$ cat config.mk
export PLATFORM = sky130hd
export DESIGN_NAME = cfg_packet_engine
export DESIGN_NICKNAME = d
export VERILOG_FILES = /design/src/rtl/cfg_pkg.sv /design/src/rtl/cfg_deser.sv /design/src/rtl/cfg_hdr_decode.sv /design/src/rtl/cfg_exec.sv /design/src/rtl/cfg_mode_ctrl.sv /design/src/rtl/cfg_packet_engine.sv
export SDC_FILE = /design/constraint.sdc
export NUM_CORES = 1
export LEC_CHECK = 0
export BUFFER_PORTS_ARGS = -buffer_cell sky130_fd_sc_hd__buf_2
export CORE_UTILIZATION = 50
export DETAILED_ROUTE_END_ITERATION = 6
export GPL_TIMING_DRIVEN = 0
export PLACE_DENSITY = 0.72
export SLEW_MARGIN = 25
export SYNTH_ARGS = -nofsm -noshare
export SYNTH_HDL_FRONTEND = slang
export SYNTH_SLANG_ARGS = --single-unit
$ cat constraint.sdc
create_clock -name clk_i -period 1.5 [get_ports clk_i]
set_input_delay 0.225 -clock clk_i [delete_from_list [all_inputs] [get_ports clk_i]]
set_output_delay 0.225 -clock clk_i [all_outputs]
set_load 0.05 [all_outputs]
$ cat src/rtl/cfg_pkg.sv
`timescale 1ns/1ps
package cfg_pkg;
  localparam int WORD_W   = 32;
  localparam int CNT_W    = $clog2(WORD_W);
  localparam logic [2:0] PKT_TYPE1 = 3'b001;
  localparam logic [1:0] OP_WRITE  = 2'b10;
  localparam logic [4:0] ADDR_OPT  = 5'd9;
  localparam logic [4:0] ADDR_CMD  = 5'd4;
  localparam logic [10:0] WC_ONE   = 11'd1;
  localparam logic [WORD_W-1:0] CMD_START = 32'd5;
  localparam logic [WORD_W-1:0] CMD_RCRC  = 32'd7;

  typedef enum logic [1:0] {TGT_NONE, TGT_OPT, TGT_CMD} tgt_e;
endpackage

$ cat src/rtl/cfg_deser.sv
`timescale 1ns/1ps
module cfg_deser #(
  parameter int W = 32
) (
  input  logic         clk_i,
  input  logic         rst_ni,
  input  logic         take_i,
  input  logic         bit_i,
  output logic [W-1:0] word_o,
  output logic         word_vld_o
);
  localparam int CW = $clog2(W);
  localparam logic [CW-1:0] LAST = CW'(W - 1);

  logic [W-1:0]  sr_q;
  logic [CW-1:0] cnt_q;

  always_ff @(posedge clk_i or negedge rst_ni) begin
    if (!rst_ni) begin
      sr_q       <= '0;
      cnt_q      <= '0;
      word_vld_o <= 1'b0;
    end else begin
      word_vld_o <= 1'b0;
      if (take_i) begin
        sr_q <= {sr_q[W-2:0], bit_i};
        if (cnt_q == LAST) begin
          cnt_q      <= '0;
          word_vld_o <= 1'b1;
        end else begin
          cnt_q <= cnt_q + 1'b1;
        end
      end
    end
  end

  assign word_o = sr_q;
endmodule

$ cat src/rtl/cfg_hdr_decode.sv
`timescale 1ns/1ps
module cfg_hdr_decode
  import cfg_pkg::*;
#(
  parameter int W = 32
) (
  input  logic [W-1:0] word_i,
  output tgt_e         tgt_o,
  output logic         flush_o,
  output logic         bad_o
);
  logic [2:0]  ptype;
  logic [1:0]  op;
  logic [4:0]  addr;
  logic [10:0] wc;
  logic        fmt_ok;

  assign ptype  = word_i[31:29];
  assign op     = word_i[28:27];
  assign addr   = word_i[17:13];
  assign wc     = word_i[10:0];
  assign fmt_ok = (ptype == PKT_TYPE1) && (op == OP_WRITE) && (wc == WC_ONE);

  always_comb begin
    flush_o = (word_i == '0);
    tgt_o   = TGT_NONE;
    bad_o   = 1'b0;
    if (!flush_o) begin
      if (fmt_ok && addr == ADDR_OPT)      tgt_o = TGT_OPT;
      else if (fmt_ok && addr == ADDR_CMD) tgt_o = TGT_CMD;
      else                                 bad_o = 1'b1;
    end
  end
endmodule

$ cat src/rtl/cfg_exec.sv
`timescale 1ns/1ps
module cfg_exec
  import cfg_pkg::*;
#(
  parameter int W = 32
) (
  input  logic         clk_i,
  input  logic         rst_ni,
  input  logic         word_vld_i,
  input  logic [W-1:0] word_i,
  input  tgt_e         tgt_i,
  input  logic         bad_i,
  output logic [W-1:0] opt_o,
  output logic [W-1:0] cmd_o,
  output logic         armed_o,
  output logic         crc_clr_o,
  output logic         err_o
);
  tgt_e pend_q;  // TGT_NONE: expecting header

  always_ff @(posedge clk_i or negedge rst_ni) begin
    if (!rst_ni) begin
      pend_q    <= TGT_NONE;
      opt_o     <= '0;
      cmd_o     <= '0;
      armed_o   <= 1'b0;
      crc_clr_o <= 1'b0;
      err_o     <= 1'b0;
    end else begin
      crc_clr_o <= 1'b0;
      if (word_vld_i) begin
        unique case (pend_q)
          TGT_OPT: begin
            opt_o  <= word_i;
            pend_q <= TGT_NONE;
          end
          TGT_CMD: begin
            cmd_o  <= word_i;
            pend_q <= TGT_NONE;
            if (word_i == CMD_START) armed_o   <= 1'b1;
            if (word_i == CMD_RCRC)  crc_clr_o <= 1'b1;
          end
          default: begin
            pend_q <= tgt_i;
            if (bad_i) err_o <= 1'b1;
          end
        endcase
      end
    end
  end
endmodule

$ cat src/rtl/cfg_mode_ctrl.sv
`timescale 1ns/1ps
module cfg_mode_ctrl (
  input  logic clk_i,
  input  logic rst_ni,
  input  logic start_i,
  input  logic armed_i,
  output logic user_o
);
  always_ff @(posedge clk_i or negedge rst_ni) begin
    if (!rst_ni)                 user_o <= 1'b0;
    else if (start_i && armed_i) user_o <= 1'b1;
  end
endmodule

$ cat src/rtl/cfg_packet_engine.sv
`timescale 1ns/1ps
module cfg_packet_engine
  import cfg_pkg::*;
(
  input  logic              clk_i,
  input  logic              rst_ni,
  input  logic              load_sel_i,
  input  logic              shift_en_i,
  input  logic              bit_i,
  input  logic              start_instr_i,
  output logic              user_mode_o,
  output logic [WORD_W-1:0] opt_reg_o,
  output logic [WORD_W-1:0] cmd_reg_o,
  output logic              armed_o,
  output logic              crc_clear_o,
  output logic              hdr_err_o
);
  logic              take;
  logic [WORD_W-1:0] word;
  logic              word_vld;
  tgt_e              tgt;
  logic              flush;
  logic              bad;

  assign take = load_sel_i & shift_en_i & ~user_mode_o;

  cfg_deser #(.W(WORD_W)) u_deser (
    .clk_i, .rst_ni, .take_i(take), .bit_i,
    .word_o(word), .word_vld_o(word_vld)
  );

  cfg_hdr_decode #(.W(WORD_W)) u_dec (
    .word_i(word), .tgt_o(tgt), .flush_o(flush), .bad_o(bad)
  );

  cfg_exec #(.W(WORD_W)) u_exec (
    .clk_i, .rst_ni, .word_vld_i(word_vld), .word_i(word),
    .tgt_i(tgt), .bad_i(bad), .opt_o(opt_reg_o), .cmd_o(cmd_reg_o),
    .armed_o, .crc_clr_o(crc_clear_o), .err_o(hdr_err_o)
  );

  cfg_mode_ctrl u_mode (
    .clk_i, .rst_ni, .start_i(start_instr_i), .armed_i(armed_o),
    .user_o(user_mode_o)
  );
endmodule

==> metrics.txt <==
WP depth 5; Multi-input gate area 1520 µm²; commonest cells after routing, fill and taps aside 92 x dfrtp_1, 75 x buf_2, 71 x mux2_2; worst endpoint required time 1790 ps; Fillers 572; CP delay by family, top simple AND/OR/NAND/NOR gates; type of origin of the critical path flip-flop; Port Buffers 73; FF-to-FF End u_exec.pend_q[1]; dpl hpwl 5.24 mm; RSZ-0062 raised after global routing yes; initial antenna violation count 0; router iterations before antenna repair 4; total CTS buffers 9; gr busiest metal met2; Post-Synthesis Net Count 281; routed via count 2,541; Max Slew Vio Count 0; CTS sink cnt 108; post-synthesis cell type count 25; Reg2Reg Depth 5; Avg Cell Area, Syn 15.3 µm²; die width 93.2 µm; Yosys reg bits 108; final worst setup slack -70.2 ps; Period minus WS final 1570 ps; slowest cell on the critical path dfrtp_2; Bufs on Longest Clock Path 2; GRT met2 Usage 32.0%; Crit path buffers/inverters 1; via/cell ratio 5.23; GPL Wtd Cong 0.780; Cell Pwr Density 1190 nW/µm²; # nets final 389; CTS root buffer clkbuf_8; crit-path cells nor4_2 -> nand4_1 -> buf_6 -> or3_4 -> o22ai_2; failing checks negative setup slack; Overall Global Routing Usage 20.0%; DRC 0; worst setup path startpoint u_deser.word_o[14]; core region area 7890 µm²; Die Ht 93.2 µm; Detail Route Antenna Nets 0; Routed WL 8.18 mm; Setup crit end kind flip-flop; Layout Skew 9.25 ps; share of layout cells above drive strength 1 58.9%; Final setup viols 4; Critical Path End u_exec.pend_q[1]; crit path kind flip-flop to flip-flop; Max-slew headroom 76.2%; Slew @ Worst Pin 356 ps; Seq/Total Area, Yosys 65.0%; area growth from synthesis to final layout 25.9%; status finished with violations; Leak 2.88 nW; ANT cells 0; full die area 8690 µm²; M1 GR Usage 26.7%; later-pin clock latency in the skew report 370 ps; Routed WL per cell 16.8 µm; H-tree levels 3; Initial Utilization 52.7%; Worst Hold Class input pin to flip-flop; Core Rows 32; Hold WS 54.1 ps; DR iter-0 viols 114; crit-path max FO 4; post-route core utilization 66.4%; Reg clk slew, reported paths 100 ps; CTS tree yes; Max Fclk 637 MHz; R2R Setup Slk -70 ps; largest net degree at the start of global routing 75; Fin. Hold Viols 0; data arrival time of the worst path 1860 ps; period utilization 105%; max_cap viols 0; commonest non-fill, non-tap cell in the layout dfrtp_1; vias in the first global route 2,552; met3 usage 3.33%; VDD IR-drop max 0.622 mV; Mapped Area 4160 µm²; first-pass GRT wire length 13.1 mm; Synth Instances 271; I/O Pins 74; GRT Residual Overflow 0; Synth Warn # 0; Critical Path Max Stage Delay 420 ps; worst r2r src u_deser.word_o[14]; FF+latch area 2720 µm²
-- through the flow --
step                total power [mW]  setup slack [ps]  std cells  TNS (ps)  area (µm²)
finish                          6.23             -70.2        486      -211        5240
global route                    6.54              -142        486      -727        5240
CTS                             6.00             -61.5        470      -293        4980
detailed placement              4.22              -204        447     -8010        4690
global placement                4.16             -1180        446   -113000        4650
floorplan                       3.91              20.7        271         0        4160
-- state kept, by name, indices dropped and copies added, names as in the netlist --
| signal | count |
|---|---|
| u_deser.word_vld_o | 1 |
| u_deser.cnt_q | 5 |
| u_deser.word_o | 32 |
| u_exec.err_o | 1 |
| u_exec.crc_clr_o | 1 |
| u_exec.pend_q | 2 |
| u_mode.user_o | 1 |
| u_exec.opt_o | 32 |
| u_exec.armed_o | 1 |
| u_exec.cmd_o | 32 |
-- cell families after synthesis --
kind of cell    share of synthesized area [%]
flops                                    65.0
fa+ha+maj                                1.20
compound gates                           1.86
buf+inv                                  1.62
mux                                      26.0
simple gates                             4.33
-- cells in the mapped netlist --
library cell | number | area share, %
nand2_1 | 10 | 0.90
mux2_2 | 71 | 19
nor4_1 | 7 | 1.1
nand3_1 | 1 | 0.12
ha_1 | 4 | 1.2
nand3b_1 | 2 | 0.36
or3_1 | 1 | 0.15
buf_2 | 9 | 1.1
nand4_1 | 3 | 0.45
a211oi_1 | 1 | 0.18
o22ai_1 | 2 | 0.30
inv_1 | 5 | 0.45
a21o_1 | 2 | 0.36
nor4b_1 | 1 | 0.21
dfrtp_1 | 108 | 65
clkbuf_1 | 1 | 0.090
a21oi_1 | 1 | 0.12
nor2_1 | 6 | 0.54
and2_1 | 1 | 0.15
mux2_1 | 25 | 6.8
and3_1 | 1 | 0.15
o21ai_0 | 5 | 0.60
o21ai_1 | 1 | 0.12
o31ai_1 | 1 | 0.18
nor3_1 | 2 | 0.24
-- metal layers --
layer,wire length [µm],up-vias
li1,-,1186
met3,286,8
met4,102,0
met5,0,-
met2,4000,62
met1,3790,1285
-- area by class of cell --
type                            count  area share, %
Buffer                             10           1.67
Clock buffer                       12           3.15
Clock inverter                      4          0.430
Inverter                            5          0.358
Multi-Input combinational cell    148           28.9
Sequential cell                   108           52.0
Tap cell                          102           2.44
Timing Repair Buffer               97           11.0
-- power breakdown --
part	total (mW)	leakage, nW	switching [mW]	internal (mW)
Sequential	3.51	1.45	0.333	3.18
Combinational	1.05	1.33	0.489	0.564
Clock	1.67	0.0982	0.940	0.733
-- worst min path at each step --
stage,depth (start not counted),slack (ps),endpoint,start
finish,2,50,u_mode.user_o,start_instr_i
global route,2,50,u_mode.user_o,start_instr_i
CTS,2,60,u_mode.user_o,start_instr_i
detailed placement,1,140,u_exec.cmd_o[6],rst_ni
global placement,2,430,u_mode.user_o,start_instr_i
floorplan,0,-70,u_deser.cnt_q[0],rst_ni
-- repair_timing --
| item | 4_1_cts | 5_1_grt |
|---|---|---|
| endpoints found under the hold margin | 34 | 0 |
| setup endpoints to repair | 61 | 67 |
| pin swaps | 6 | 12 |
| resized for setup | 15 | 37 |
| buffers inserted | 6 | 16 |
| hold buffers | 1 | 0 |
(Power assumes the default switching activity.)
